$ cat config.mk
export PLATFORM = sky130hd
export DESIGN_NAME = nand_desc_dma
export DESIGN_NICKNAME = d
export VERILOG_FILES = /design/src/rtl/dma_pkg.sv /design/src/rtl/dma_desc_regs.sv /design/src/rtl/dma_lane_buf.sv /design/src/rtl/nand_desc_dma.sv
export SDC_FILE = /design/constraint.sdc
export NUM_CORES = 1
export LEC_CHECK = 0
export BUFFER_PORTS_ARGS = -buffer_cell sky130_fd_sc_hd__buf_4
export CAP_MARGIN = 20
export CORE_MARGIN = 2
export CORE_UTILIZATION = 45
export DETAILED_ROUTE_END_ITERATION = 6
export GPL_ROUTABILITY_DRIVEN = 0
export GPL_TIMING_DRIVEN = 0
export HOLD_SLACK_MARGIN = 0.08
export PLACE_DENSITY_LB_ADDON = 0.15
export SETUP_SLACK_MARGIN = 0.5
export SLEW_MARGIN = 40
export SYNTH_ARGS = -nofsm -noshare
export SYNTH_HDL_FRONTEND = slang
export SYNTH_SLANG_ARGS = --single-unit
export TNS_END_PERCENT = 30
$ cat constraint.sdc
create_clock -name clk_i -period 3.8 [get_ports clk_i]
set_clock_uncertainty 0.1 [all_clocks]
set_input_delay 0.57 -clock clk_i [delete_from_list [all_inputs] [get_ports clk_i]]
set_output_delay 0.57 -clock clk_i [all_outputs]
set_load 0.02 [all_outputs]
$ cat src/rtl/dma_pkg.sv
package dma_pkg;
  localparam int WORD_W     = 32;
  localparam int BEAT_BYTES = 8;
  localparam int DATA_W     = BEAT_BYTES * 8;
  localparam int LANE_W     = $clog2(BEAT_BYTES);
  localparam int OWN_BIT    = 31;

  typedef enum logic [3:0] {
    S_IDLE, S_D0_REQ, S_D0_WAIT, S_D1_REQ, S_D1_WAIT, S_BUF_SEL,
    S_RD_REQ, S_RD_WAIT, S_TX_SHIFT, S_RX_FILL, S_WR_REQ, S_WB, S_DONE
  } dma_state_e;
endpackage

$ cat src/rtl/dma_desc_regs.sv
module dma_desc_regs
  import dma_pkg::*;
#(
  parameter int LEN_W = 12
) (
  input  logic                    clk_i,
  input  logic                    rst_ni,
  input  logic                    ld_lo_i,
  input  logic                    ld_hi_i,
  input  logic [DATA_W-1:0]       beat_i,
  output logic [LEN_W-LANE_W-1:0] beats0_o,
  output logic [LEN_W-LANE_W-1:0] beats1_o,
  output logic [WORD_W-1:0]       ptr0_o,
  output logic [WORD_W-1:0]       ptr1_o,
  output logic [DATA_W-1:0]       wb_beat_o
);
  logic [WORD_W-1:0] status_q, sizes_q;

  always_ff @(posedge clk_i or negedge rst_ni) begin
    if (!rst_ni) begin
      status_q <= '0;
      sizes_q  <= '0;
      ptr0_o   <= '0;
      ptr1_o   <= '0;
    end else begin
      if (ld_lo_i) begin
        status_q <= beat_i[WORD_W-1:0];
        sizes_q  <= beat_i[DATA_W-1:WORD_W];
      end
      if (ld_hi_i) begin
        ptr0_o <= beat_i[WORD_W-1:0];
        ptr1_o <= beat_i[DATA_W-1:WORD_W];
      end
    end
  end

  // length fields floored to whole beats
  assign beats0_o  = sizes_q[LEN_W-1:LANE_W];
  assign beats1_o  = sizes_q[2*LEN_W-1:LEN_W+LANE_W];
  assign wb_beat_o = {sizes_q, status_q & ~(WORD_W'(1) << OWN_BIT)};
endmodule

$ cat src/rtl/dma_lane_buf.sv
module dma_lane_buf
  import dma_pkg::*;
(
  input  logic              clk_i,
  input  logic              rst_ni,
  input  logic              load_i,
  input  logic [DATA_W-1:0] beat_i,
  input  logic              put_i,
  input  logic [LANE_W-1:0] lane_i,
  input  logic [7:0]        byte_i,
  output logic [DATA_W-1:0] beat_o,
  output logic [7:0]        byte_o
);
  for (genvar g = 0; g < BEAT_BYTES; g++) begin : g_lane
    always_ff @(posedge clk_i or negedge rst_ni) begin
      if (!rst_ni)                              beat_o[g*8 +: 8] <= '0;
      else if (load_i)                          beat_o[g*8 +: 8] <= beat_i[g*8 +: 8];
      else if (put_i && lane_i == LANE_W'(g))   beat_o[g*8 +: 8] <= byte_i;
    end
  end

  assign byte_o = beat_o[8*lane_i +: 8];
endmodule

$ cat src/rtl/nand_desc_dma.sv
module nand_desc_dma
  import dma_pkg::*;
#(
  parameter int LEN_W = 12
) (
  input  logic              clk_i,
  input  logic              rst_ni,
  input  logic              start_i,
  input  logic              dir_i,
  input  logic [LEN_W:0]    nand_len_i,
  input  logic [WORD_W-1:0] desc_base_i,
  output logic              mem_req_o,
  output logic              mem_we_o,
  output logic [WORD_W-1:0] mem_addr_o,
  output logic [DATA_W-1:0] mem_wdata_o,
  input  logic              mem_gnt_i,
  input  logic              mem_rvalid_i,
  input  logic [DATA_W-1:0] mem_rdata_i,
  output logic              tx_valid_o,
  output logic [7:0]        tx_data_o,
  input  logic              tx_ready_i,
  input  logic              rx_valid_i,
  input  logic [7:0]        rx_data_i,
  output logic              rx_ready_o,
  output logic              busy_o,
  output logic              tx_done_o,
  output logic              rx_done_o,
  output logic              desc_unavail_o
);
  localparam int BEAT_W = LEN_W - LANE_W;
  localparam int CNT_W  = LEN_W + 1;
  localparam logic [LANE_W-1:0] LANE_LAST = LANE_W'(BEAT_BYTES - 1);

  dma_state_e        state_q;
  logic              dir_q, ok_q, buf_q;
  logic [CNT_W-1:0]  nlen_q, byte_q;
  logic [WORD_W-1:0] base_q, addr_q;
  logic [BEAT_W-1:0] beats_q;
  logic [LANE_W-1:0] lane_q;

  logic [BEAT_W-1:0] beats0, beats1, sel_beats;
  logic [WORD_W-1:0] ptr0, ptr1, sel_ptr;
  logic [DATA_W-1:0] wb_beat, lane_beat;
  logic [7:0]        lane_byte;
  logic              wants, adv, ld_lo, ld_hi, tx_load, rx_put;

  assign ld_lo   = state_q == S_D0_WAIT && mem_rvalid_i;
  assign ld_hi   = state_q == S_D1_WAIT && mem_rvalid_i;
  assign tx_load = state_q == S_RD_WAIT && mem_rvalid_i;

  dma_desc_regs #(.LEN_W(LEN_W)) u_desc (
    .clk_i, .rst_ni,
    .ld_lo_i(ld_lo), .ld_hi_i(ld_hi), .beat_i(mem_rdata_i),
    .beats0_o(beats0), .beats1_o(beats1),
    .ptr0_o(ptr0), .ptr1_o(ptr1), .wb_beat_o(wb_beat)
  );

  assign wants = byte_q < nlen_q;
  assign adv   = (state_q == S_TX_SHIFT && (!wants || tx_ready_i)) ||
                 (state_q == S_RX_FILL  && (!wants || rx_valid_i));
  assign rx_put = state_q == S_RX_FILL && adv;

  dma_lane_buf u_lane (
    .clk_i, .rst_ni,
    .load_i(tx_load), .beat_i(mem_rdata_i),
    .put_i(rx_put), .lane_i(lane_q),
    .byte_i(wants ? rx_data_i : 8'h00),
    .beat_o(lane_beat), .byte_o(lane_byte)
  );

  // buffer 1 exists only with a non-zero pointer
  assign sel_ptr   = buf_q ? ptr1 : ptr0;
  assign sel_beats = buf_q ? ((ptr1 != '0) ? beats1 : '0) : beats0;

  always_comb begin
    mem_req_o   = 1'b0;
    mem_we_o    = 1'b0;
    mem_addr_o  = addr_q;
    mem_wdata_o = lane_beat;
    unique case (state_q)
      S_D0_REQ: begin mem_req_o = 1'b1; mem_addr_o = base_q; end
      S_D1_REQ: begin mem_req_o = 1'b1; mem_addr_o = base_q + WORD_W'(BEAT_BYTES); end
      S_RD_REQ: mem_req_o = 1'b1;
      S_WR_REQ: begin mem_req_o = 1'b1; mem_we_o = 1'b1; end
      S_WB: begin
        mem_req_o   = 1'b1;
        mem_we_o    = 1'b1;
        mem_addr_o  = base_q;
        mem_wdata_o = wb_beat;
      end
      default: ;
    endcase
  end

  assign tx_valid_o     = state_q == S_TX_SHIFT && wants;
  assign tx_data_o      = lane_byte;
  assign rx_ready_o     = state_q == S_RX_FILL && wants;
  assign busy_o         = state_q != S_IDLE;
  assign tx_done_o      = state_q == S_DONE && ok_q && !dir_q;
  assign rx_done_o      = state_q == S_DONE && ok_q && dir_q;
  assign desc_unavail_o = state_q == S_DONE && !ok_q;

  always_ff @(posedge clk_i or negedge rst_ni) begin
    if (!rst_ni) begin
      state_q <= S_IDLE;
      dir_q   <= 1'b0;
      ok_q    <= 1'b0;
      buf_q   <= 1'b0;
      nlen_q  <= '0;
      byte_q  <= '0;
      base_q  <= '0;
      addr_q  <= '0;
      beats_q <= '0;
      lane_q  <= '0;
    end else begin
      unique case (state_q)
        S_IDLE: if (start_i) begin
          base_q  <= desc_base_i;
          dir_q   <= dir_i;
          nlen_q  <= nand_len_i;
          state_q <= S_D0_REQ;
        end
        S_D0_REQ:  if (mem_gnt_i) state_q <= S_D0_WAIT;
        S_D0_WAIT: if (mem_rvalid_i) begin
          ok_q    <= mem_rdata_i[OWN_BIT];
          state_q <= mem_rdata_i[OWN_BIT] ? S_D1_REQ : S_DONE;
        end
        S_D1_REQ:  if (mem_gnt_i) state_q <= S_D1_WAIT;
        S_D1_WAIT: if (mem_rvalid_i) begin
          buf_q   <= 1'b0;
          byte_q  <= '0;
          state_q <= S_BUF_SEL;
        end
        S_BUF_SEL: begin
          if (sel_beats != '0) begin
            addr_q  <= sel_ptr;
            beats_q <= sel_beats;
            lane_q  <= '0;
            state_q <= dir_q ? S_RX_FILL : S_RD_REQ;
          end else if (buf_q) begin
            state_q <= S_WB;
          end else begin
            buf_q <= 1'b1;
          end
        end
        S_RD_REQ:  if (mem_gnt_i) state_q <= S_RD_WAIT;
        S_RD_WAIT: if (mem_rvalid_i) state_q <= S_TX_SHIFT;
        S_TX_SHIFT, S_RX_FILL: if (adv) begin
          lane_q <= lane_q + 1'b1;
          byte_q <= byte_q + 1'b1;
          if (lane_q == LANE_LAST) begin
            if (dir_q) state_q <= S_WR_REQ;
            else       state_q <= (beats_q == BEAT_W'(1)) ? S_BUF_SEL : S_RD_REQ;
            if (!dir_q) begin
              beats_q <= beats_q - 1'b1;
              addr_q  <= addr_q + WORD_W'(BEAT_BYTES);
              if (beats_q == BEAT_W'(1)) begin
                if (buf_q) state_q <= S_WB;
                else       buf_q   <= 1'b1;
              end
            end
          end
        end
        S_WR_REQ: if (mem_gnt_i) begin
          beats_q <= beats_q - 1'b1;
          addr_q  <= addr_q + WORD_W'(BEAT_BYTES);
          if (beats_q == BEAT_W'(1)) begin
            if (buf_q) state_q <= S_WB;
            else begin
              buf_q   <= 1'b1;
              state_q <= S_BUF_SEL;
            end
          end else begin
            state_q <= S_RX_FILL;
          end
        end
        S_WB:    if (mem_gnt_i) state_q <= S_DONE;
        S_DONE:  state_q <= S_IDLE;
        default: state_q <= S_IDLE;
      endcase
    end
  end
endmodule

==> results.toml, run 1 <==
[global_routing]
grt_use_total_pct = 31.5
grt_pass1_vias = 15400
grt-ovfl-total = 0
antenna_found_initial = 0
grt_start_max_net_pins = 74
grt_pass1_wl_um = 91900

[critical_path]
required_ns = 3.13
max_stage_delay_ns = 0.40
critPathKind = "reg2out"
r2r_start = "state_q[2]"
critPathArrivalTime_ns = 2.74
cpMaxStageDelayCell = "nor4_4"
crit_fanout = 10
crit_chain = "clkbuf_2 > and4_4 > nand3_1 > nor4_4 > and3_4 > o21ai_2 > a221o_1 > buf_6"
worstSetupStartpoint = "base_q[21]"
end_kind = "output port"
startpoint_type = "flop"

[die]
die_w_um = 196
die_h_um = 196
dieArea_sq_um = 38500
initial_core_util_pct = 45.5
rows = 70
io_pins = 237
core_sq_um = 36500

[sta]
min_period_ns = 3.41
setup_viol = 0
drv_slew = 0
worst_slew_pin_slew_ns = 0.881
rsz0062_at_grt = "yes"
final.setup.tns_ns = 0
hold_viol = 0
max_freq_mhz = 293
min_period_over_period_pct = 89.7
slew_headroom_pct = 41.3

[routing]
drtPass1Iterations = 5
drc = 0
post_drt_wl_per_cell_um = 24.5
drt_iter0_drc = 1437
ant_nets = 0
wirelength_um = 61700
via_count = 15600
vias_per_cell = 6.20

[pwr]
p_int_mw = 11.2
p_sw_mw = 8.50
clkPwrFrac_pct = 17.9
p_seq_share_pct = 32.3
power_mw = 19.7
p_comb_share_pct = 49.8
ir_drop_mv = 0.700
p_sw_share_pct = 43.2
p_leak_nw = 9.56
power_density_nw_per_um2 = 939

[synthesis]
ys_top_cells_by_count = "nand2_1 (354), dfrtp_1 (300), mux2_2 (202), clkbuf_1 (98), o21ai_0 (79)"
synth_cell_types = 68
synth_cells = 1719
synth_area_sq_um = 16600
synth.top_cell.area_share_pct = 45.2
ys.flop_type = "dfrtp_1"
synth-seq-cells = 300
async_reset_ff_share_pct = 100
synth_area_leaders = "dfrtp_1 (45%), mux2_2 (14%), nand2_1 (8.0%)"
postSynthNetCount = 1867
synth_most_common_cell = "nand2_1"
synth.avg_cell_area_sq_um = 9.67
synth_edf_count = 0
synth_seq_area_share_pct = 45.2
ys_warn_count = 0
yosys.area.top_type = "dfrtp_1"

[cells_and_area]
insertedDiodeCount = 0
drive_gt1_share_pct = 31.2
finish.instance_area_sq_um = 20900
syn2layout_area_growth_pct = 25.9
nets = 2173
n_fill_cell = 3283

[cts]
root_buffer = "clkbuf_16"
cts_buffers = 37
clkSlewWorstSetupHoldPaths_ns = 0.06
clock_path_buffers = 3
cts_tree = "yes"
h-tree-depth = 2
numClockSinks = 300
clk_latency_ns = 0.55

[placement]
portBuffers = 236
place_area_sq_um = 19100
dp_hpwl_um = 46200

[run]
cap_violations = 0

[outcome]
status = "complete, no violations"

[hold_path]
min_path_type = "in2reg"
hp-start = "mem_rdata_i[7]"
==> logic make-up after synthesis <==
group | after synthesis | share of synthesized area, %
AO/OA/AOI/OAI | 372 | 15.5
XOR/XNOR | 3 | 0.158
adder cells (fa/ha/maj) | 23 | 1.73
buffers and inverters | 160 | 3.70
flip-flops | 300 | 45.2
multiplexers | 233 | 16.8
AND/OR/NAND/NOR | 628 | 17.0
==> power groups by stage <==
stage | Combinational, mW | Sequential [mW] | Clock, mW
floorplan | 6.12 | 5.60 | 0
global placement | 8.98 | 6.22 | 0
detailed placement | 9.14 | 6.29 | 0
CTS | 9.31 | 6.24 | 3.56
global route | 10.5 | 6.49 | 3.69
finish | 9.80 | 6.34 | 3.52
==> registers in the layout (all words and copies together), names as in the netlist, 3 cells and up <==
name,flops
u_lane.beat_o,64
addr_q,32
base_q,32
u_desc.ptr0_o,32
u_desc.ptr1_o,32
u_desc.sizes_q,32
u_desc.status_q,31
byte_q,13
nlen_q,13
beats_q,9
state_q,4
lane_q,3
==> area by class of cell <==
class                      instances  area [sq um]  area share, %
buffer                           115           531           2.53
clock buffer                      55          1100           5.28
clock inverter                     8          95.1          0.454
inverter                          45           169          0.807
multi-input combinational       1259          8820           42.1
sequential                       300          7520           35.9
tap                              468           586           2.80
timing repair buffer             267          2120           10.1
==> layer usage <==
layer  GRT usage [%]  up-vias  routed length, um
li1                -     6887                  -
met2            49.3      871              27700
met4            15.9        0               3560
met3            5.02      207               5040
met5               0        -                  0
met1            42.6     7637              25400
==> critical path: cells and delay by family, from the launching register on <==
kind	cells	cell delay, ns
and+or+nand+nor	4	1.10
buffers and inverters	2	0.37
AOI/OAI and AO/OA	2	0.40
DFF	1	0.32
==> path summary, 6_finish.rpt <==
check | slack (ns) | to | cells past startpoint
max | 0.39 | mem_addr_o[29] | 8
min | 0.15 | u_desc.ptr0_o[7] | 3
max reg2reg | 0.56 | u_lane.beat_o[15] | 9
min reg2reg | 0.37 | u_desc.ptr0_o[21] | 2
max in group asynchronous | 1.68 | u_desc.status_q[13] | 5
min in group asynchronous | 0.47 | state_q[0] | 2
==> cell usage in the layout (no fill, tap or decap), drive strengths merged, types with 10 or more instances in the layout <==
| master | synthesis | layout |
|---|---|---|
| a21o | 16 | 16 |
| a21oi | 46 | 46 |
| a221o | 38 | 38 |
| a22o | 12 | 12 |
| a31oi | 56 | 56 |
| and2 | 18 | 18 |
| and3 | 18 | 18 |
| buf | 17 | 286 |
| clkbuf | 98 | 150 |
| dfrtp | 300 | 300 |
| ha | 23 | 23 |
| inv | 44 | 45 |
| mux2 | 202 | 202 |
| mux2i | 15 | 15 |
| mux4 | 16 | 16 |
| nand2 | 354 | 354 |
| nand3 | 72 | 72 |
| nand4 | 17 | 17 |
| nor2 | 64 | 64 |
| nor3 | 24 | 24 |
| nor4 | 19 | 19 |
| o211ai | 30 | 30 |
| o21ai | 80 | 80 |
| o22ai | 16 | 16 |
| o31ai | 17 | 17 |
| or3 | 10 | 10 |
==> through the flow <==
step	std cells	hold slack (ns)	setup WS, ns	utilization [%]
6_report	2517	0.151	0.392	57.3
5_1_grt	2517	0.154	0.296	57.3
4_1_cts	2503	0.138	0.300	56.1
2_1_floorplan	1719	0.174	0.700	-
3_3_place_gp	2423	0.359	-0.769	52.0
3_5_place_dp	2429	0.361	0.208	52.4
==> timing repair <==
item	CTS	global route
gates resized for setup	33	120
hold buffers	1	0
setup buffers	10	14
hold endpoints to repair	53	0
setup endpoints to repair	121	142
pin swaps	5	20
gates cloned	0	0
Note: power is estimated with default switching activity, not from simulation.
==> run 2: changes to the inputs <==
Settings changed: CORE_UTILIZATION 45 to 40, CTS_BUF_LIST set to sky130_fd_sc_hd__clkbuf_8.
==> run 2 against run 1 <==
Against the previous run: utilization is 2.8 points lower; non-clock buffer count grew 134; worst setup slack worse by 0.049 ns; via count rose by 3.7%; die area increased by 12%; register-to-register slack worse by 0.02 ns; combinational power hardly changed; final cell count up 9.3%; critical path type unchanged; largest power group unchanged.
==> results.toml, run 2 (same netlist as run 1, synthesis figures left out) <==
[outcome]
status = "complete, no violations"

[sta]
max_freq_mhz = 289
hold_viol = 0
drv_slew = 0
min_period_over_period_pct = 91.0
worst_slew_pin_slew_ns = 0.867
rsz0062_at_grt = "yes"
min_period_ns = 3.46
slew_headroom_pct = 42.1
setup_viol = 0

[global_routing]
grt_use_total_pct = 29.6
grt-ovfl-total = 0
grt_pass1_wl_um = 98000
grt_pass1_vias = 16200
antenna_found_initial = 0
grt_start_max_net_pins = 73

[critical_path]
startpoint_type = "flop"
crit_end = "mem_addr_o[29]"
required_ns = 3.13
r2r_start = "nlen_q[6]"
max_stage_delay_ns = 0.41
rrSetupSlack_ns = 0.54
end_kind = "output port"
worstSetupStartpoint = "base_q[3]"
rr_worst_depth = 9
cpMaxStageDelayCell = "dfrtp_1"
timing.rr.end = "u_lane.beat_o[14]"
critPathKind = "reg2out"
critPathArrivalTime_ns = 2.79
crit_fanout = 4
crit_chain = "ha_2 > and3_4 > buf_8 > nand3_4 > nor4_4 > and3_1 > o21ai_1 > a221o_1 > buf_6"

[routing]
post_drt_wl_per_cell_um = 23.7
drtPass1Iterations = 7
drt_iter0_drc = 1615
wirelength_um = 65200
ant_nets = 0
drc = 0
vias_per_cell = 5.88
via_count = 16200

[pwr]
p_leak_nw = 10.2
ir_drop_mv = 0.780
power_density_nw_per_um2 = 883

[cts]
root_buffer = "clkbuf_8"
clock_path_buffers = 3
numClockSinks = 300
cts_buffers = 54
h-tree-depth = 2
clk_latency_ns = 0.68
clkSlewWorstSetupHoldPaths_ns = 0.06
cts_tree = "yes"

[cells_and_area]
finish.instance_area_sq_um = 22300
seq_area_sq_um = 7520
post-route-util_pct = 54.5
largest_register_ffs = 64
nets = 2324
insertedDiodeCount = 0
layout_commonest_cell = "nand2_1"
n_fill_cell = 3738
drive_gt1_share_pct = 30.5
stdcell_count = 2750
final_cell_mix = "nand2_1 (351), dfrtp_1 (293), buf_4 (263), mux2_2 (202), dlygate4sd3_1 (118)"
syn2layout_area_growth_pct = 34.2
top_register = "u_lane.beat_o"
multiInputGateArea_sq_um = 8780

[placement]
place_area_sq_um = 19200
portBuffers = 236
dp_cells = 2493
dp_hpwl_um = 48200

[die]
die_w_um = 208
io_pins = 237
core_sq_um = 40900
dieArea_sq_um = 43200
die_h_um = 208
rows = 74
initial_core_util_pct = 40.6

[hold_path]
min_path_type = "in2async"

[run]
cap_violations = 0
-- run 2: cell types whose count changed in the layout (fill, tap and decap cells not counted), moves of 10 or more --
cell / delta
clkbuf_16: -38
clkbuf_1: -10
clkbuf_8: +69
dlygate4sd3_1: +117
inv_1: +16
buf_6: +11
-- run 2: final cells by class --
class | instances | area share (%)
plain buffers | 115 | 2.64
inverters | 45 | 0.757
repair buffers | 401 | 15.4
clock inverters | 23 | 0.533
flip-flops and latches | 300 | 33.7
multi-input cells | 1259 | 39.3
clock buffers | 75 | 4.62
well taps | 532 | 2.98
-- run 2: critical path, delay by kind of cell, from the launching register on --
family                   cells  cell delay [ns]
adder cells (fa/ha/maj)      1             0.22
flip-flops                   1             0.41
buffers and inverters        2             0.24
AND/OR/NAND/NOR              4             0.87
AO/OA/AOI/OAI                2             0.38
-- run 2: worst min path at each step --
stage	slack [ns]	startpoint	to
after global placement	0.36	u_desc.ptr0_o[10]	u_desc.ptr0_o[10]
after floorplan	0.17	rst_ni	addr_q[0]
after detailed placement	0.36	u_desc.ptr0_o[11]	u_desc.ptr0_o[11]
after CTS	0.29	rst_ni	u_desc.ptr1_o[22]
final	0.32	rst_ni	u_desc.ptr1_o[22]
after global routing	0.35	rst_ni	nlen_q[7]
-- run 2: where the power goes --
| part | leakage (nW) | internal (mW) | switching (mW) |
|---|---|---|---|
| clock | 0.656 | 1.75 | 1.49 |
| sequential | 3.70 | 4.74 | 1.58 |
| combinational | 5.89 | 4.56 | 5.58 |
| total | 10.2 | 11.1 | 8.65 |
-- run 2: timing repair --
item / in CTS / in global routing
hold buffers: 118 / 0
hold endpoints to repair: 263 / 0
setup endpoints to repair: 129 / 95
setup buffers: 25 / 16
pin swaps: 11 / 30
gates resized for setup: 63 / 112
-- run 2: per-layer routing --
layer | global-route usage [%] | wire length [um] | vias up
met3 | 5.46 | 5150 | 219
met1 | 38.9 | 27000 | 7858
met5 | 0 | 0 | -
met2 | 46.9 | 29500 | 881
met4 | 14.7 | 3580 | 0
li1 | - | - | 7217
-- run 2: through the flow --
step                      hold WS [ns]  TNS [ns]  setup slack [ns]  power (mW)
after floorplan                  0.174         0             0.700        11.7
after global placement           0.361   -223.68            -0.802        15.3
after detailed placement         0.361         0             0.168        15.5
after CTS                        0.291         0             0.290        19.2
after global routing             0.353         0             0.249        20.8
final                            0.324         0             0.343        19.7
==> run 3: changes to the inputs <==
Settings changed: MAX_ROUTING_LAYER set to met4.
==> run 3 against run 2 <==
Against the previous run: worst hold slack better by 0.0064 ns; non-clock buffer count increased by 1; final cell count is essentially flat; first-iteration DRC count grew 2.6%; sequential share of layout area hardly changed; register-to-register slack about the same; fmax is 0.16% lower; clock power barely moved; global-route usage increased by 0.89 points; total power about the same; via count up 0.12%; largest cell class unchanged.
==> results.toml, run 3 (same netlist as run 1, synthesis figures left out) <==
[routing]
drtPass1Iterations = 6
drt_iter0_drc = 1657
vias_per_cell = 5.89
drc = 0
via_count = 16200
post_drt_wl_per_cell_um = 23.7
wirelength_um = 65200
ant_nets = 0

[die]
io_pins = 237
core_sq_um = 40900
dieArea_sq_um = 43200
rows = 74
die_w_um = 208
initial_core_util_pct = 40.6
die_h_um = 208

[sta]
setup_ws_ns = 0.338
hold_viol = 0
drv_slew = 0
final.setup.tns_ns = 0
rsz0062_at_grt = "yes"
setup_viol = 0
min_period_over_period_pct = 91.1
worst_slew_pin_slew_ns = 0.850
slew_headroom_pct = 43.3
min_period_ns = 3.46
max_freq_mhz = 289

[global_routing]
grt_pass1_wl_um = 98000
grt_use_total_pct = 30.5
antenna_found_initial = 0
grt-ovfl-total = 0
grt_start_max_net_pins = 73
grt_pass1_vias = 16200

[cts]
clk_latency_ns = 0.67
root_buffer = "clkbuf_8"
cts_tree = "yes"
numClockSinks = 300
h-tree-depth = 2
clock_path_buffers = 3
cts_buffers = 54
clkSlewWorstSetupHoldPaths_ns = 0.06

[hold_path]
min_path_type = "in2async"

[cells_and_area]
syn2layout_area_growth_pct = 34.3
top_register = "u_lane.beat_o"
layout_commonest_cell = "nand2_1"
final_cell_mix = "nand2_1 (351), dfrtp_1 (294), buf_4 (266), mux2_2 (202), dlygate4sd3_1 (118)"
insertedDiodeCount = 0
drive_gt1_share_pct = 30.6
largest_register_ffs = 64
finish.instance_area_sq_um = 22300
nets = 2325
stdcell_count = 2751
n_fill_cell = 3733

[placement]
place_area_sq_um = 19200
portBuffers = 236
place_ws_ns = 0.168
dp_cells = 2493
dp_hpwl_um = 48200

[critical_path]
crit_chain = "nand2_1 > or3_1 > buf_6 > nor4_4 > buf_4 > o21ai_0 > a221o_1 > buf_4"
max_stage_delay_ns = 0.39
crit_end = "mem_addr_o[27]"
end_kind = "output port"
critPathMostFrequentCell = "buf_4"
startpoint_type = "flop"
rr_worst_depth = 10
required_ns = 3.13
cpMaxStageDelayCell = "nor4_4"
critPathArrivalTime_ns = 2.79
worstSetupStartpoint = "base_q[11]"
timing.rr.end = "u_lane.beat_o[14]"
crit_fanout = 5
critPathKind = "reg2out"
r2r_start = "state_q[3]"
rrSetupSlack_ns = 0.54

[outcome]
status = "complete, no violations"

[pwr]
power_mw = 19.7
ir_drop_mv = 0.778
p_leak_nw = 10.3
power_density_nw_per_um2 = 882

[run]
cap_violations = 0
run 3: cell types whose count changed in the layout (fill, tap and decap cells not counted):
| cell | before | now |
|---|---|---|
| xnor2_1 | 3 | 2 |
| o21ai_0 | 64 | 63 |
| buf_4 | 263 | 266 |
| dfrtp_2 | 7 | 6 |
| o21ai_1 | 11 | 13 |
| nand2b_4 | 0 | 1 |
| dfrtp_1 | 293 | 294 |
| clkbuf_2 | 8 | 9 |
| buf_2 | 9 | 8 |
| xnor2_2 | 0 | 1 |
| nand2b_1 | 7 | 6 |
| o21ai_2 | 5 | 4 |
| buf_6 | 20 | 18 |
run 3: what timing repair did:
action	CTS	global route
gates resized for setup	63	110
hold endpoints to repair	263	0
buffers inserted	25	17
hold buffers	118	0
pin swaps	11	26
setup endpoints to repair	129	96
run 3: how the worst min path moves through the flow:
stage                             end  slack (ns)  cells past startpoint
floorplan                   addr_q[0]        0.17                      0
global placement    u_desc.ptr0_o[10]        0.36                      2
detailed placement  u_desc.ptr0_o[11]        0.36                      2
CTS                 u_desc.ptr1_o[22]        0.29                      2
global route                nlen_q[7]        0.35                      2
finish              u_desc.ptr1_o[23]        0.33                      2
run 3: per-stage QoR:
step	util [%]	hold WS, ns
global route	54.6	0.354
floorplan	-	0.174
CTS	53.5	0.291
finish	54.6	0.330
global placement	46.6	0.361
detailed placement	46.9	0.361
run 3: cell type report:
| type | count | area [sq um] | share of cell area [%] |
|---|---|---|---|
| multi-input combinational | 1259 | 8790 | 39.4 |
| sequential | 300 | 7510 | 33.7 |
| tap | 532 | 666 | 2.98 |
| inverter | 45 | 169 | 0.756 |
| clock inverter | 23 | 119 | 0.532 |
| buffer | 115 | 586 | 2.62 |
| clock buffer | 75 | 1030 | 4.62 |
| timing repair buffer | 402 | 3450 | 15.5 |
run 3: worst max-delay path, delay by kind of cell, from the launching register on:
kind | cells | cell delay (ns)
buf+inv | 3 | 0.51
flops | 1 | 0.36
simple gates | 3 | 0.89
compound gates | 2 | 0.38
run 3: where the power goes:
group          switching [mW]  internal (mW)  leakage [nW]
Sequential               1.57           4.74          3.70
Clock                    1.48           1.75         0.656
Combinational            5.59           4.56          5.90
run 3: metal layers:
layer / vias up / share of wire [%] / GRT usage [%] / routed length [um]
met1: 7924 / 41 / 39.0 / 26800
met5: - / 0 / - / 0
met3: 196 / 8.2 / 5.25 / 5370
met2: 849 / 46 / 47.1 / 29700
li1: 7225 / - / - / -
met4: 0 / 5.0 / 14.4 / 3290
